File: config.mk
export PLATFORM = sky130hd
export DESIGN_NAME = qt_group
export DESIGN_NICKNAME = d
export VERILOG_FILES = /design/src/rtl/qt_pkg.sv /design/src/rtl/qt_in_filter.sv /design/src/rtl/qt_timer.sv /design/src/rtl/qt_group.sv
export SDC_FILE = /design/constraint.sdc
export NUM_CORES = 1
export LEC_CHECK = 0
export BUFFER_PORTS_ARGS = -buffer_cell sky130_fd_sc_hd__buf_2
export CORE_ASPECT_RATIO = 0.7
export CORE_MARGIN = 3
export CORE_UTILIZATION = 40
export DETAILED_ROUTE_END_ITERATION = 10
export PLACE_DENSITY = 0.67
export SLEW_MARGIN = 25
export SYNTH_ARGS = -nofsm -noshare
export SYNTH_HDL_FRONTEND = slang
export SYNTH_SLANG_ARGS = --single-unit
File: constraint.sdc
create_clock -name clk -period 3.6 [get_ports clk]
set_clock_uncertainty 0.2 [all_clocks]
set_input_delay 0.54 -clock clk [delete_from_list [all_inputs] [get_ports clk]]
set_output_delay 0.54 -clock clk [all_outputs]
set_load 0.01 [all_outputs]
File: src/rtl/qt_pkg.sv
package qt_pkg;
    localparam int          CNT_W    = 16;
    localparam logic [2:0]  MODE_CNT = 3'b000;
    localparam logic [2:0]  MODE_ENC = 3'b110;

    // control fields, mode in the low bits
    typedef struct packed {
        logic       idx_en;
        logic       down;
        logic       run;
        logic [2:0] mode;
    } tctl_t;
endpackage

File: src/rtl/qt_in_filter.sv
module qt_in_filter #(
    parameter int STAGES = 2
) (
    input  logic       clk,
    input  logic       rst_n,
    input  logic       a_i,
    input  logic       b_i,
    input  logic       idx_i,
    output logic [1:0] ab_o,
    output logic       idx_rise_o
);
    typedef struct packed {
        logic [STAGES-1:0][2:0] sy;
        logic [1:0]             hist;
        logic [1:0]             acc;
        logic                   idx_prev;
    } flt_t;

    flt_t s_d, s_q;
    logic [2:0] sync_w;

    assign sync_w = s_q.sy[STAGES-1];

    always_comb begin
        s_d          = s_q;
        s_d.sy[0]    = {a_i, b_i, idx_i};
        for (int i = 1; i < STAGES; i++) begin
            s_d.sy[i] = s_q.sy[i-1];
        end
        s_d.hist     = sync_w[2:1];
        if (sync_w[2:1] == s_q.hist) begin
            s_d.acc = s_q.hist;
        end
        s_d.idx_prev = sync_w[0];
    end

    always_ff @(posedge clk or negedge rst_n) begin
        if (!rst_n) s_q <= '0;
        else        s_q <= s_d;
    end

    assign ab_o       = s_q.acc;
    assign idx_rise_o = sync_w[0] & ~s_q.idx_prev;


    filt_hold_chk: assert property (@(posedge clk) disable iff (!rst_n)
        (sync_w[2:1] != s_q.hist) |=> $stable(s_q.acc));
endmodule

File: src/rtl/qt_timer.sv
module qt_timer
    import qt_pkg::*;
#(
    parameter int CW = CNT_W
) (
    input  logic          clk,
    input  logic          rst_n,
    input  logic          ctl_we,
    input  logic          cnt_we,
    input  logic [CW-1:0] wdata,
    input  logic [1:0]    ab_i,
    input  logic          idx_rise_i,
    output logic [CW-1:0] cnt_o,
    output logic [7:0]    ctl_o,
    output logic          step_o
);
    typedef struct packed {
        tctl_t         ctl;
        logic          err;
        logic          wrap;
        logic [1:0]    prev;
        logic [CW-1:0] cnt;
    } tmr_t;

    tmr_t s_d, s_q;
    logic [1:0] chg;
    logic       enc, step, up, tick, dn, idx_clr;

    always_comb begin
        chg     = ab_i ^ s_q.prev;
        enc     = (s_q.ctl.mode == MODE_ENC);
        step    = enc && (chg == 2'b01 || chg == 2'b10);
        up      = chg[1] ? (ab_i[1] != ab_i[0]) : (ab_i[0] == ab_i[1]);
        tick    = step || (s_q.ctl.mode == MODE_CNT && s_q.ctl.run);
        dn      = step ? ~up : s_q.ctl.down;
        idx_clr = enc && s_q.ctl.idx_en && idx_rise_i;

        s_d      = s_q;
        s_d.prev = ab_i;
        if (tick) begin
            if (dn) begin
                if (s_q.cnt == '0) s_d.wrap = 1'b1;
                s_d.cnt = s_q.cnt - 1'b1;
            end else begin
                if (&s_q.cnt) s_d.wrap = 1'b1;
                s_d.cnt = s_q.cnt + 1'b1;
            end
        end
        if (enc && chg == 2'b11) s_d.err = 1'b1;
        if (idx_clr)             s_d.cnt = '0;
        if (cnt_we)              s_d.cnt = wdata;
        if (ctl_we) begin
            s_d.ctl = tctl_t'(wdata[5:0]);
            if (wdata[6]) s_d.err  = 1'b0;
            if (wdata[7]) s_d.wrap = 1'b0;
        end
    end

    always_ff @(posedge clk or negedge rst_n) begin
        if (!rst_n) s_q <= '0;
        else        s_q <= s_d;
    end

    assign cnt_o  = s_q.cnt;
    assign ctl_o  = {s_q.wrap, s_q.err, s_q.ctl};
    assign step_o = step;


    err_sticky_chk: assert property (@(posedge clk) disable iff (!rst_n)
        (s_q.err && !(ctl_we && wdata[6])) |=> s_q.err);


    dbl_hold_chk: assert property (@(posedge clk) disable iff (!rst_n)
        (enc && chg == 2'b11 && !cnt_we && !idx_clr) |=> (s_q.cnt == $past(s_q.cnt)));


    one_step_chk: assert property (@(posedge clk) disable iff (!rst_n)
        (step && !cnt_we && !idx_clr) |=>
            ((s_q.cnt - $past(s_q.cnt)) == CW'(1) || ($past(s_q.cnt) - s_q.cnt) == CW'(1)));
endmodule

File: src/rtl/qt_group.sv
module qt_group
    import qt_pkg::*;
#(
    parameter int NT    = 3,
    parameter int CW    = CNT_W,
    parameter int AW    = 4,
    parameter int SYNC  = 2
) (
    input  logic          clk,
    input  logic          rst_n,
    input  logic          wr_en,
    input  logic [AW-1:0] addr,
    input  logic [CW-1:0] wdata,
    output logic [CW-1:0] rdata,
    input  logic [NT-1:0] enc_a,
    input  logic [NT-1:0] enc_b,
    input  logic [NT-1:0] enc_idx
);
    localparam int MID      = NT / 2;
    localparam int A_AUXCTL = NT;
    localparam int A_CNT0   = NT + 1;
    localparam int A_AUXCNT = 2 * NT + 1;
    localparam int A_CAP    = 2 * NT + 2;

    typedef struct packed {
        logic          aux_run;
        logic          cap_en;
        logic [CW-1:0] aux;
        logic [CW-1:0] cap;
    } grp_t;

    grp_t st_d, st_q;

    logic [NT-1:0][CW-1:0] cnt_w;
    logic [NT-1:0][7:0]    ctl_w;
    logic [NT-1:0]         step_w;
    logic                  cap_we;

    for (genvar gi = 0; gi < NT; gi++) begin : g_ch
        logic [1:0] ab;
        logic       idx_rise;

        qt_in_filter #(.STAGES(SYNC)) u_flt (
            .clk        (clk),
            .rst_n      (rst_n),
            .a_i        (enc_a[gi]),
            .b_i        (enc_b[gi]),
            .idx_i      (enc_idx[gi]),
            .ab_o       (ab),
            .idx_rise_o (idx_rise)
        );

        qt_timer #(.CW(CW)) u_tmr (
            .clk        (clk),
            .rst_n      (rst_n),
            .ctl_we     (wr_en && addr == AW'(gi)),
            .cnt_we     (wr_en && addr == AW'(A_CNT0 + gi)),
            .wdata      (wdata),
            .ab_i       (ab),
            .idx_rise_i (idx_rise),
            .cnt_o      (cnt_w[gi]),
            .ctl_o      (ctl_w[gi]),
            .step_o     (step_w[gi])
        );
    end

    assign cap_we = wr_en && addr == AW'(A_CAP);

    always_comb begin
        st_d = st_q;
        if (st_q.aux_run)                st_d.aux = st_q.aux + 1'b1;
        if (st_q.cap_en && step_w[MID])  st_d.cap = st_q.aux;
        if (wr_en && addr == AW'(A_AUXCTL)) begin
            st_d.aux_run = wdata[0];
            st_d.cap_en  = wdata[1];
        end
        if (wr_en && addr == AW'(A_AUXCNT)) st_d.aux = wdata;
        if (cap_we)                         st_d.cap = wdata;
    end

    always_ff @(posedge clk or negedge rst_n) begin
        if (!rst_n) st_q <= '0;
        else        st_q <= st_d;
    end

    always_comb begin
        rdata = '0;
        for (int i = 0; i < NT; i++) begin
            if (addr == AW'(i))          rdata = {{(CW-8){1'b0}}, ctl_w[i]};
            if (addr == AW'(A_CNT0 + i)) rdata = cnt_w[i];
        end
        if (addr == AW'(A_AUXCTL)) rdata = {{(CW-2){1'b0}}, st_q.cap_en, st_q.aux_run};
        if (addr == AW'(A_AUXCNT)) rdata = st_q.aux;
        if (addr == AW'(A_CAP))    rdata = st_q.cap;
    end


    cap_hold_chk: assert property (@(posedge clk) disable iff (!rst_n)
        (!st_q.cap_en && !cap_we) |=> $stable(st_q.cap));


    cap_take_chk: assert property (@(posedge clk) disable iff (!rst_n)
        (st_q.cap_en && step_w[MID] && !cap_we) |=> (st_q.cap == $past(st_q.aux)));
endmodule

==> results.ini, run 1 <==
[run_status]
outcome = complete, no violations

[setup_path]
cp-startpoint = g_ch[2].u_tmr.s_q[17]
endpoint = g_ch[2].u_tmr.cnt_o[11]
start_kind = register
cp_data_arrival_time_ns = 3.63
rrSetupSlack_ns = 0.11
worst_r2r_endpoint = g_ch[2].u_tmr.cnt_o[11]
endpoint_kind = register
critPathKind = register to register
crit_path_max_incr_delay_ns = 0.47
reg2regPathDepth = 13
r2r-start = g_ch[2].u_tmr.s_q[17]
worstPathRequired_ns = 3.74
crit_top_cell = a21o_1
path_max_fanout = 8
cp_cell_sequence = xor2_1 -> ha_1 -> nand2_1 -> mux2i_2 -> inv_2 -> ha_1 -> a21o_1 -> a21o_1 -> a21o_1 -> a2111oi_4 -> o31ai_2 -> and3_1 -> nor3_1
crit_slowest_cell = a2111oi_4

[power_and_ir_drop]
p_int_mw = 5.42
power_switching_mw = 4.09
p_per_area_nw_per_um2 = 837
share_seq_of_total_power_pct = 31.2
combPwrFrac_pct = 49.3
p_leak_nw = 4.97
p_clk_share_pct = 19.5
switching_share_pct = 43.0
irDropWorstVdd_mv = 0.460

[synth]
synth_top_flop_cell = dfrtp_1
syn-cell-area_um2 = 9460
synth_edf_count = 0
yosysTopAreaCell = dfrtp_1
yosysMostFrequentCell = dfrtp_1
synthArstFlopShare_pct = 100
synth_area_leaders = dfrtp_1 38%, ha_1 6.9%, mux2i_1 5.5%
syn_inst = 1009
synth_nets = 1096
synth_top_area_share_pct = 38.3
synth_warnings = 0
ys_top_cells_by_count = 145 x dfrtp_1, 118 x nand2_1, 91 x o21ai_0, 70 x a21oi_1, 56 x nor2_1
syn_avg_cell_area_um2 = 9.38
ys_ff_latch = 145
seq_area_frac_synth_pct = 38.3
post_synth_num_cell_types = 70

[place]
portBuffers = 47
dp_hpwl_um = 20900
placedCellCount = 1368
place.gp.congestion = 0.965

[layout]
syn_to_final_growth_pct = 20.1
drive_above_1_share_pct = 21.4
diodes = 0
final_cells = 1424
layout.nets = 1186
final_util_pct = 49.5

[cts]
cts_tree = yes
cts_buffers = 17
cts.sinks = 145
clk_path_buf_depth = 2
clk_latency_ns = 0.43
h-tree-depth = 4
root_buffer = clkbuf_16
path_clk_slew_ns = 0.07

[route]
routed_via_density = 5.96
drt_first_pass_iters = 6
wl_per_cell_um = 20.2
wl_um = 28800
ant_nets = 0
drt_iter0_drc = 887
vias = 8484
route.detailed.drc = 0

[global_route]
grt_pass1_vias = 7754
grt_pass1_wl_um = 44000
grtUsageTotal_pct = 22.0
antenna_found_initial = 0
grt_overflow = 0
grt_max_degree = 62

[die]
start_util_pct = 41.2
dieArea_um2 = 25600
rows = 46
core_area_um2 = 23000
die_h_um = 135
pin_count = 48
die_width_um = 190

[timing]
fin_crit_sh_pct = 96.8
finalSetupTns_ns = 0
report.final.slew_viol_count = 0
fmax_mhz = 287
worstMarginPinSlew_ns = 0.791
slew_headroom_pct = 47.2
hold_slack_ns = 0.0169
hold_viol_final = 0
period_minus_slack_ns = 3.49
setup_violations = 0
rsz0062_at_grt = true

[min_path]
holdCritPathClass = input port to register
worstHoldStart = enc_idx[1]

[run]
drv_cap = 0

-- power groups by stage --
stage               sequential [mW]  clock [mW]  combinational [mW]
floorplan                      2.65           0                3.09
detailed placement             2.92           0                4.07
global route                   3.04        1.95                5.17
finish                         2.97        1.85                4.69
CTS                            2.91        1.87                4.14
global placement               2.91           0                3.98
-- state kept, by name, indices dropped and copies added, names as in the netlist --
name	count
g_ch.u_flt.s_q	9
g_ch.u_flt.sync_w	9
g_ch.u_tmr.s_q	6
st_q	34
g_ch.u_tmr.ctl_o	24
g_ch.u_flt.s_d	9
g_ch.u_flt.ab_o	6
g_ch.u_tmr.cnt_o	48
-- per-layer routing --
metal / routed length, um / track usage, %
met5: 0 / 0
met4: 378 / 4.60
met3: 2700 / 6.41
met2: 11700 / 29.5
met1: 14100 / 34.7
-- cells by family after synthesis --
| family | share of synthesized area (%) |
|---|---|
| xor+xnor | 5.65 |
| flops | 38.3 |
| simple gates | 16.6 |
| fa+ha+maj | 7.51 |
| mux | 9.67 |
| buf+inv | 2.70 |
| compound gates | 19.6 |
-- placed cells by master, fill, tap and decap left out, types with 7 or more instances in the layout --
cell / count
a21o_1: 28
a21oi_1: 64
a22o_1: 8
a22oi_1: 19
a31oi_1: 10
and3_1: 7
buf_2: 46
buf_4: 54
clkbuf_16: 17
dfrtp_1: 145
dlygate4sd3_1: 7
ha_1: 40
ha_4: 10
inv_1: 11
mux2_2: 23
mux2i_1: 49
nand2_1: 116
nand2b_1: 10
nand3_1: 24
nand4_1: 25
nor2_1: 54
nor3_1: 13
nor4_1: 18
o21ai_0: 83
o21ai_1: 7
o22ai_1: 8
xnor2_1: 32
xor2_1: 29
-- area by class of cell --
cell class	instances	area (um^2)
Fill cell	2127	11600
Multi-Input combinational cell	806	5880
Sequential cell	145	3630
Timing Repair Buffer	114	793
Clock buffer	18	439
Tap cell	312	390
Clock inverter	14	166
Inverter	14	60.1
Timing Repair inverter	1	6.26
-- timing repair --
item / CTS / global route
endpoints found under the hold margin: 59 / 1
endpoints found under the setup margin: 3 / 20
resized for setup: 5 / 67
hold buffers: 6 / 1
cloned: 0 / 1
pin swaps: 0 / 31
buffers inserted: 1 / 15
-- worst max-delay path, delay by kind of cell (launching register included) --
family | cells | cell delay [ns]
AOI/OAI and AO/OA | 5 | 1.20
adders and majority gates | 2 | 0.59
DFF | 1 | 0.40
and+or+nand+nor | 3 | 0.46
xor gates and xnor gates | 1 | 0.17
muxes | 1 | 0.25
buffers and inverters | 1 | 0.13
-- metrics by stage --
step	instance area (um^2)	worst slack, ns	power, mW
2_1_floorplan	9470	-0.0427	5.74
3_3_place_gp	10200	0.0877	6.89
3_5_place_dp	10200	-0.0493	7.00
4_1_cts	10900	0.00161	8.92
5_1_grt	11400	-0.0605	10.2
6_report	11400	0.114	9.52
-- worst min path at each step --
stage,endpoint,slack (ns),depth (start not counted)
after floorplan,g_ch[0].u_flt.ab_o[0],0.04,0
after global placement,g_ch[0].u_flt.sync_w[1],0.13,0
after detailed placement,g_ch[0].u_flt.sync_w[0],0.13,0
after CTS,g_ch[1].u_flt.s_d[10],0.001,1
after global routing,g_ch[1].u_flt.s_d[8],0.00009,1
final,g_ch[1].u_flt.s_d[8],0.02,1
No activity file was read; power rests on OpenSTA's default activity.
==> run 2: changes to the inputs <==
Settings changed: HOLD_SLACK_MARGIN from default to 0.02, PLACE_DENSITY 0.67 to 0.65, SKIP_LAST_GASP from default to 1.
Clock period 3.6 ns to 3.31 ns, I/O delays scaled along.
==> results.ini, run 2 (synthesis results as in run 1) <==
[setup_path]
worstPathRequired_ns = 3.43  ; -0.31 ns
cp_data_arrival_time_ns = 3.56  ; -0.07 ns
critPathKind = register to register
start_kind = register
endpoint_kind = register
path_max_fanout = 7  ; -1

[die]
start_util_pct = 41.2  ; unchanged
die_h_um = 135  ; unchanged
die_width_um = 190  ; unchanged
rows = 46  ; unchanged
core_area_um2 = 23000  ; unchanged
pin_count = 48  ; unchanged
dieArea_um2 = 25600  ; unchanged

[layout]
final_cell_mix = 145 x dfrtp_1, 127 x buf_4, 115 x nand2_1
syn_to_final_growth_pct = 30.5
largest_register_ffs = 48  ; unchanged
layout.nets = 1266  ; +6.7%
fillers = 2044  ; -3.9%
layout_commonest_cell = dfrtp_1
drive_above_1_share_pct = 29.6  ; +8.2 points
diodes = 0  ; unchanged

[timing]
period_minus_slack_ns = 3.44  ; -0.0425 ns
hold_slack_ns = 0.140  ; +0.123 ns
finalSetupTns_ns = -0.779  ; -0.779 ns
worstMarginPinSlew_ns = 0.820  ; +0.0285 ns
report.final.slew_viol_count = 0  ; unchanged
rsz0062_at_grt = true
fin_crit_sh_pct = 104  ; +7.2 points
setup_ws_ns = -0.133  ; -0.248 ns
slew_headroom_pct = 45.3  ; -1.9 points
setup_violations = 10  ; +10
hold_viol_final = 0  ; unchanged
fmax_mhz = 290  ; +1.2%

[global_route]
antenna_found_initial = 0  ; unchanged
grtUsageTotal_pct = 23.3  ; +1.2 points
grt_overflow = 0  ; unchanged
grt_pass1_vias = 8358  ; +7.8%
grt_pass1_wl_um = 46400  ; +5.6%
grt_max_degree = 79  ; +27%

[route]
wl_per_cell_um = 20.3  ; +0.17%
drt_first_pass_iters = 5  ; -1
ant_nets = 0  ; unchanged
wl_um = 30500  ; +5.8%
routed_via_density = 5.83  ; -2.1%
vias = 8774  ; +3.4%
route.detailed.drc = 0  ; unchanged
drt_iter0_drc = 856  ; -3.5%

[cts]
cts_tree = yes
path_clk_slew_ns = 0.07  ; about the same
root_buffer = clkbuf_16
cts.sinks = 145  ; unchanged
h-tree-depth = 4  ; unchanged
clk_path_buf_depth = 2  ; unchanged
cts_buffers = 17  ; unchanged
clk_latency_ns = 0.44  ; about the same

[run_status]
outcome = finished with violations
violations = setup timing

[place]
dp_hpwl_um = 21400  ; +2.1%
place.gp.congestion = 0.917  ; -4.9%
portBuffers = 47  ; unchanged

[run]
drv_cap = 0  ; unchanged

[power_and_ir_drop]
irDropWorstVdd_mv = 0.493  ; +7.1%
p_leak_nw = 5.41  ; +8.8%
p_per_area_nw_per_um2 = 939  ; +12%

[min_path]
holdCritPathClass = register to register

==> run 2: changes by cell type in the layout (fill, tap and decap cells not counted), sizes merged <==
cell and change:
inv +2, dlygate4sd3 +3, buf +76, clkbuf -1
==> run 2: report_power, final <==
part / switching [mW] / internal, mW / leakage, nW
sequential: 0.978 / 2.35 / 1.73
combinational: 3.12 / 3.14 / 3.39
clock: 0.865 / 1.14 / 0.293
==> run 2: stage by stage <==
step           instances  setup slack, ns  power (mW)  instance area, um^2  utilization [%]
6_report            1504           -0.133        11.6                12300             53.8
2_1_floorplan       1009          -0.0740        6.41                 9630                -
3_5_place_dp        1436           -0.170        8.40                10900             47.6
3_3_place_gp        1436          -0.0822        8.29                10900             47.6
5_1_grt             1504           -0.306        12.3                12300             53.8
4_1_cts             1490           -0.105        10.7                11900             51.7
==> run 2: critical path, cell delays in order, from the launching register on <==
cell	delay (ns)
dfrtp_1	0.39
xor2_1	0.17
ha_1	0.31
nand4b_1	0.17
mux2i_4	0.27
buf_12	0.15
inv_6	0.06
ha_4	0.29
and3_4	0.22
a31oi_1	0.08
o21ai_1	0.15
a31oi_4	0.08
buf_6	0.15
o211ai_1	0.20
o211ai_1	0.12
or3_1	0.31
==> run 2: area by class of cell <==
class	count	area (um^2)	area share [%]
Sequential cell	145	3630	29.4
Inverter	14	67.6	0.547
Tap cell	312	390	3.16
Timing Repair Buffer	193	1420	11.5
Clock buffer	17	425	3.45
Clock inverter	15	174	1.41
Timing Repair inverter	2	15.0	0.122
Multi-Input combinational cell	806	6220	50.4
==> run 2: final timing paths <==
check / from / to / slack (ns) / cells after the start
worst max-delay path: g_ch[1].u_tmr.s_q[17] / g_ch[1].u_tmr.cnt_o[15] / -0.13 / 15
worst min-delay path: g_ch[0].u_flt.s_d[8] / g_ch[0].u_flt.sync_w[0] / 0.14 / 0
worst max register to register: g_ch[1].u_tmr.s_q[17] / g_ch[1].u_tmr.cnt_o[15] / -0.13 / 15
worst min register to register: g_ch[0].u_flt.s_d[8] / g_ch[0].u_flt.sync_w[0] / 0.14 / 0
max in group asynchronous: rst_n / g_ch[2].u_tmr.cnt_o[8] / 1.64 / 3
min in group asynchronous: rst_n / g_ch[2].u_tmr.cnt_o[11] / 0.43 / 2
==> run 2: timing repair <==
action | CTS | global route
hold buffers | 10 | 0
pin swaps | 37 | 60
endpoints found under the hold margin | 85 | 0
resized for setup | 34 | 78
buffers inserted | 11 | 14
gates cloned | 1 | 1
setup endpoints to repair | 19 | 26
==> run 2: per-layer routing <==
| layer | global-route usage [%] | part of all wire (%) | vias to the layer above |
|---|---|---|---|
| li1 | - | - | 4107 |
| met1 | 34.7 | 47 | 4314 |
| met2 | 35.0 | 45 | 306 |
| met3 | 4.23 | 6.8 | 47 |
| met4 | 5.87 | 1.7 | 0 |
| met5 | 0 | 0 | - |
==> run 3: changes to the inputs <==
Settings changed: ABC_AREA from default to 1.
==> results.ini, run 3 <==
[layout]
drive_above_1_share_pct = 10.7  ; -19 points
largest_register_ffs = 48  ; unchanged
layout.nets = 1630  ; +29%
ff_latch_area_um2 = 3630  ; unchanged
fillers = 2516  ; +23%
layout_commonest_cell = nand2_1
multi_input_area_um2 = 5870  ; -5.7%
final_cell_area_um2 = 11800  ; -4.2%
diodes = 0  ; unchanged
final_util_pct = 47.1  ; -6.6 points
final_cell_mix = 390 x nand2_1, 215 x inv_1, 145 x dfrtp_1
syn_to_final_growth_pct = 13.6

[timing]
fin_crit_sh_pct = 96.0  ; -8.0 points
hold_viol_final = 0  ; unchanged
rsz0062_at_grt = true
slew_headroom_pct = 61.7  ; +16 points
setup_violations = 0  ; -10
period_minus_slack_ns = 3.18  ; -0.265 ns
report.final.slew_viol_count = 0  ; unchanged
fmax_mhz = 315  ; +8.3%
worstMarginPinSlew_ns = 0.574  ; -0.246 ns

[synth]
synth_edf_count = 0  ; unchanged
seq_area_frac_synth_pct = 34.8  ; -3.5 points
yosysTopAreaCell = dfrtp_1
syn_inst = 1482  ; +47%
synth_warnings = 0  ; unchanged
ys_top_cells_by_count = 400 x nand2_1, 215 x inv_1, 145 x dfrtp_1, 134 x nand3_1, 115 x nor2_1
synth_nets = 1569  ; +43%
synth_top_area_share_pct = 34.8  ; -3.5 points
synthArstFlopShare_pct = 100  ; unchanged
post_synth_num_cell_types = 47  ; -33%
syn_avg_cell_area_um2 = 7.03  ; -25%
yosysMostFrequentCell = nand2_1
synth_area_leaders = dfrtp_1 35%, nand2_1 14%, inv_1 7.7%
ys_ff_latch = 145  ; unchanged
synth_top_flop_cell = dfrtp_1
syn-cell-area_um2 = 10400  ; +10%

[global_route]
grt_pass1_vias = 9297  ; +11%
grt_pass1_wl_um = 52500  ; +13%
antenna_found_initial = 0  ; unchanged
grtUsageTotal_pct = 23.9  ; +0.63 points
grt_overflow = 0  ; unchanged
grt_max_degree = 62  ; -22%

[power_and_ir_drop]
p_int_mw = 5.61  ; -15%
p_leak_nw = 6.09  ; +13%
p_per_area_nw_per_um2 = 919  ; -2.2%
irDropWorstVdd_mv = 0.296  ; -40%
share_seq_of_total_power_pct = 28.7  ; about the same
p_clk_share_pct = 18.6  ; +1.3 points
combPwrFrac_pct = 52.7  ; -1.3 points
report.power.total_mw = 10.9  ; -6.3%
switching_share_pct = 48.4  ; +5.5 points
power_switching_mw = 5.26  ; +5.8%

[cts]
root_buffer = clkbuf_16
post_cts_buffers = 0  ; -11
h-tree-depth = 4  ; unchanged
cts_tree = yes
cts.sinks = 145  ; unchanged
clk_path_buf_depth = 2  ; unchanged
clk_latency_ns = 0.43  ; about the same
path_clk_slew_ns = 0.07  ; about the same
cts_buffers = 17  ; unchanged

[run]
drv_cap = 0  ; unchanged

[place]
portBuffers = 47  ; unchanged
post_dp_cell_area_um2 = 11000  ; +0.78%
place.gp.congestion = 0.956  ; +4.2%
dp_hpwl_um = 25500  ; +19%

[setup_path]
r2r-start = g_ch[1].u_tmr.s_q[17]
path_max_fanout = 19  ; +12
cp-startpoint = g_ch[1].u_tmr.s_q[17]
critPathKind = register to register
reg2regPathDepth = 15  ; unchanged
worst-path-buf-inv = 3  ; unchanged
cp_cell_sequence = xor2_1 -> ha_1 -> inv_1 -> nor2_2 -> nand2_2 -> nand2_1 -> buf_12 -> ha_2 -> nand2_1 -> inv_1 -> a21oi_1 -> nand2_2 -> or2_2 -> nand3_1 -> a22oi_1
cp_data_arrival_time_ns = 3.27  ; -0.29 ns
rrSetupSlack_ns = 0.13  ; +0.26 ns
path_delay_family = simple AND/OR/NAND/NOR gates
endpoint_kind = register
crit_path_max_incr_delay_ns = 0.40  ; about the same
start_kind = register
endpoint = g_ch[1].u_tmr.cnt_o[7]
path_depth = 15  ; unchanged
worst_r2r_endpoint = g_ch[1].u_tmr.cnt_o[7]
worstPathRequired_ns = 3.41  ; -0.02 ns
crit_slowest_cell = dfrtp_1

[die]
die_h_um = 141  ; +4.7%
pin_count = 48  ; unchanged
dieArea_um2 = 28000  ; +9.7%
rows = 48  ; +4.3%
core_area_um2 = 25100  ; +9.3%
die_width_um = 199  ; +4.8%
start_util_pct = 41.5  ; +0.29 points

[route]
wl_per_cell_um = 17.6  ; -13%
drt_iter0_drc = 1252  ; +46%
vias = 10300  ; +17%
route.detailed.drc = 0  ; unchanged
routed_via_density = 5.45  ; -6.5%
drt_first_pass_iters = 6  ; +1
wl_um = 33100  ; +8.5%
ant_nets = 0  ; unchanged

[run_status]
outcome = complete, no violations

[min_path]
holdCritPathClass = register to register

==> run 3: how the worst min path moves through the flow <==
| stage | from | to | slack [ns] | cells past startpoint |
|---|---|---|---|---|
| 2_1_floorplan | rst_n | g_ch[0].u_flt.ab_o[0] | 0.0009 | 0 |
| 3_3_place_gp | g_ch[1].u_flt.s_d[8] | g_ch[1].u_flt.sync_w[0] | 0.13 | 0 |
| 3_5_place_dp | g_ch[2].u_flt.s_d[8] | g_ch[2].u_flt.sync_w[0] | 0.13 | 0 |
| 4_1_cts | g_ch[2].u_flt.s_d[8] | g_ch[2].u_flt.sync_w[0] | 0.15 | 0 |
| 5_1_grt | g_ch[0].u_flt.s_d[8] | g_ch[0].u_flt.sync_w[0] | 0.16 | 0 |
| 6_report | g_ch[2].u_flt.s_d[8] | g_ch[2].u_flt.sync_w[0] | 0.15 | 0 |
==> run 3: metal layers <==
metal / wire [um] / part of all wire (%) / GRT usage [%] / vias up
met4: 401 / 1.2 / 5.06 / 0
met1: 15800 / 48 / 37.9 / 4722
met3: 3680 / 11 / 6.26 / 40
met2: 13100 / 40 / 32.1 / 488
met5: 0 / 0 / 0 / -
li1: - / - / - / 5007
==> run 3: repair_timing <==
item,4_1_cts,5_1_grt
endpoints found under the hold margin,64,0
hold buffers,10,0
setup endpoints to repair,0,22
gates resized for setup,0,29
==> run 3: worst reg2reg max path: cells and delay by family, from the launching register on <==
family	cells	cell delay (ns)
simple gates	7	1.03
buf+inv	3	0.30
xor+xnor	1	0.17
flops	1	0.40
fa+ha+maj	2	0.65
compound gates	2	0.26
==> run 3: final cells by class <==
| class | instances | area share [%] |
|---|---|---|
| Multi-Input combinational cell | 1084 | 49.6 |
| Timing Repair Buffer | 68 | 3.83 |
| Clock buffer | 17 | 3.60 |
| Inverter | 227 | 7.27 |
| Clock inverter | 15 | 1.60 |
| Tap cell | 325 | 3.44 |
| Sequential cell | 145 | 30.7 |
==> run 3: power groups by stage <==
| stage | logic [mW] | clock network, mW | registers [mW] |
|---|---|---|---|
| finish | 5.73 | 2.02 | 3.12 |
| global route | 6.52 | 2.13 | 3.19 |
| CTS | 5.51 | 2.04 | 3.08 |
| detailed placement | 5.46 | 0 | 3.11 |
| global placement | 5.38 | 0 | 3.09 |
| floorplan | 4.21 | 0 | 2.83 |
==> run 3: logic make-up after synthesis <==
logic type | Yosys count | synth area share (%)
AOI/OAI and AO/OA | 269 | 15.0
adders and majority gates | 55 | 6.82
and+or+nand+nor | 735 | 31.4
DFF | 145 | 34.8
buffers and inverters | 253 | 9.81
xor gates and xnor gates | 25 | 2.10
==> run 3: stage by stage <==
stage                     setup WS (ns)  cells  hold slack (ns)  setup TNS, ns
after floorplan                   0.374   1482         0.000909              0
after global placement            0.164   1839            0.133              0
after detailed placement         0.0555   1839            0.135              0
after CTS                        0.0315   1881            0.149              0
after global routing            -0.0420   1881            0.160        -0.0829
final                             0.131   1881            0.148              0
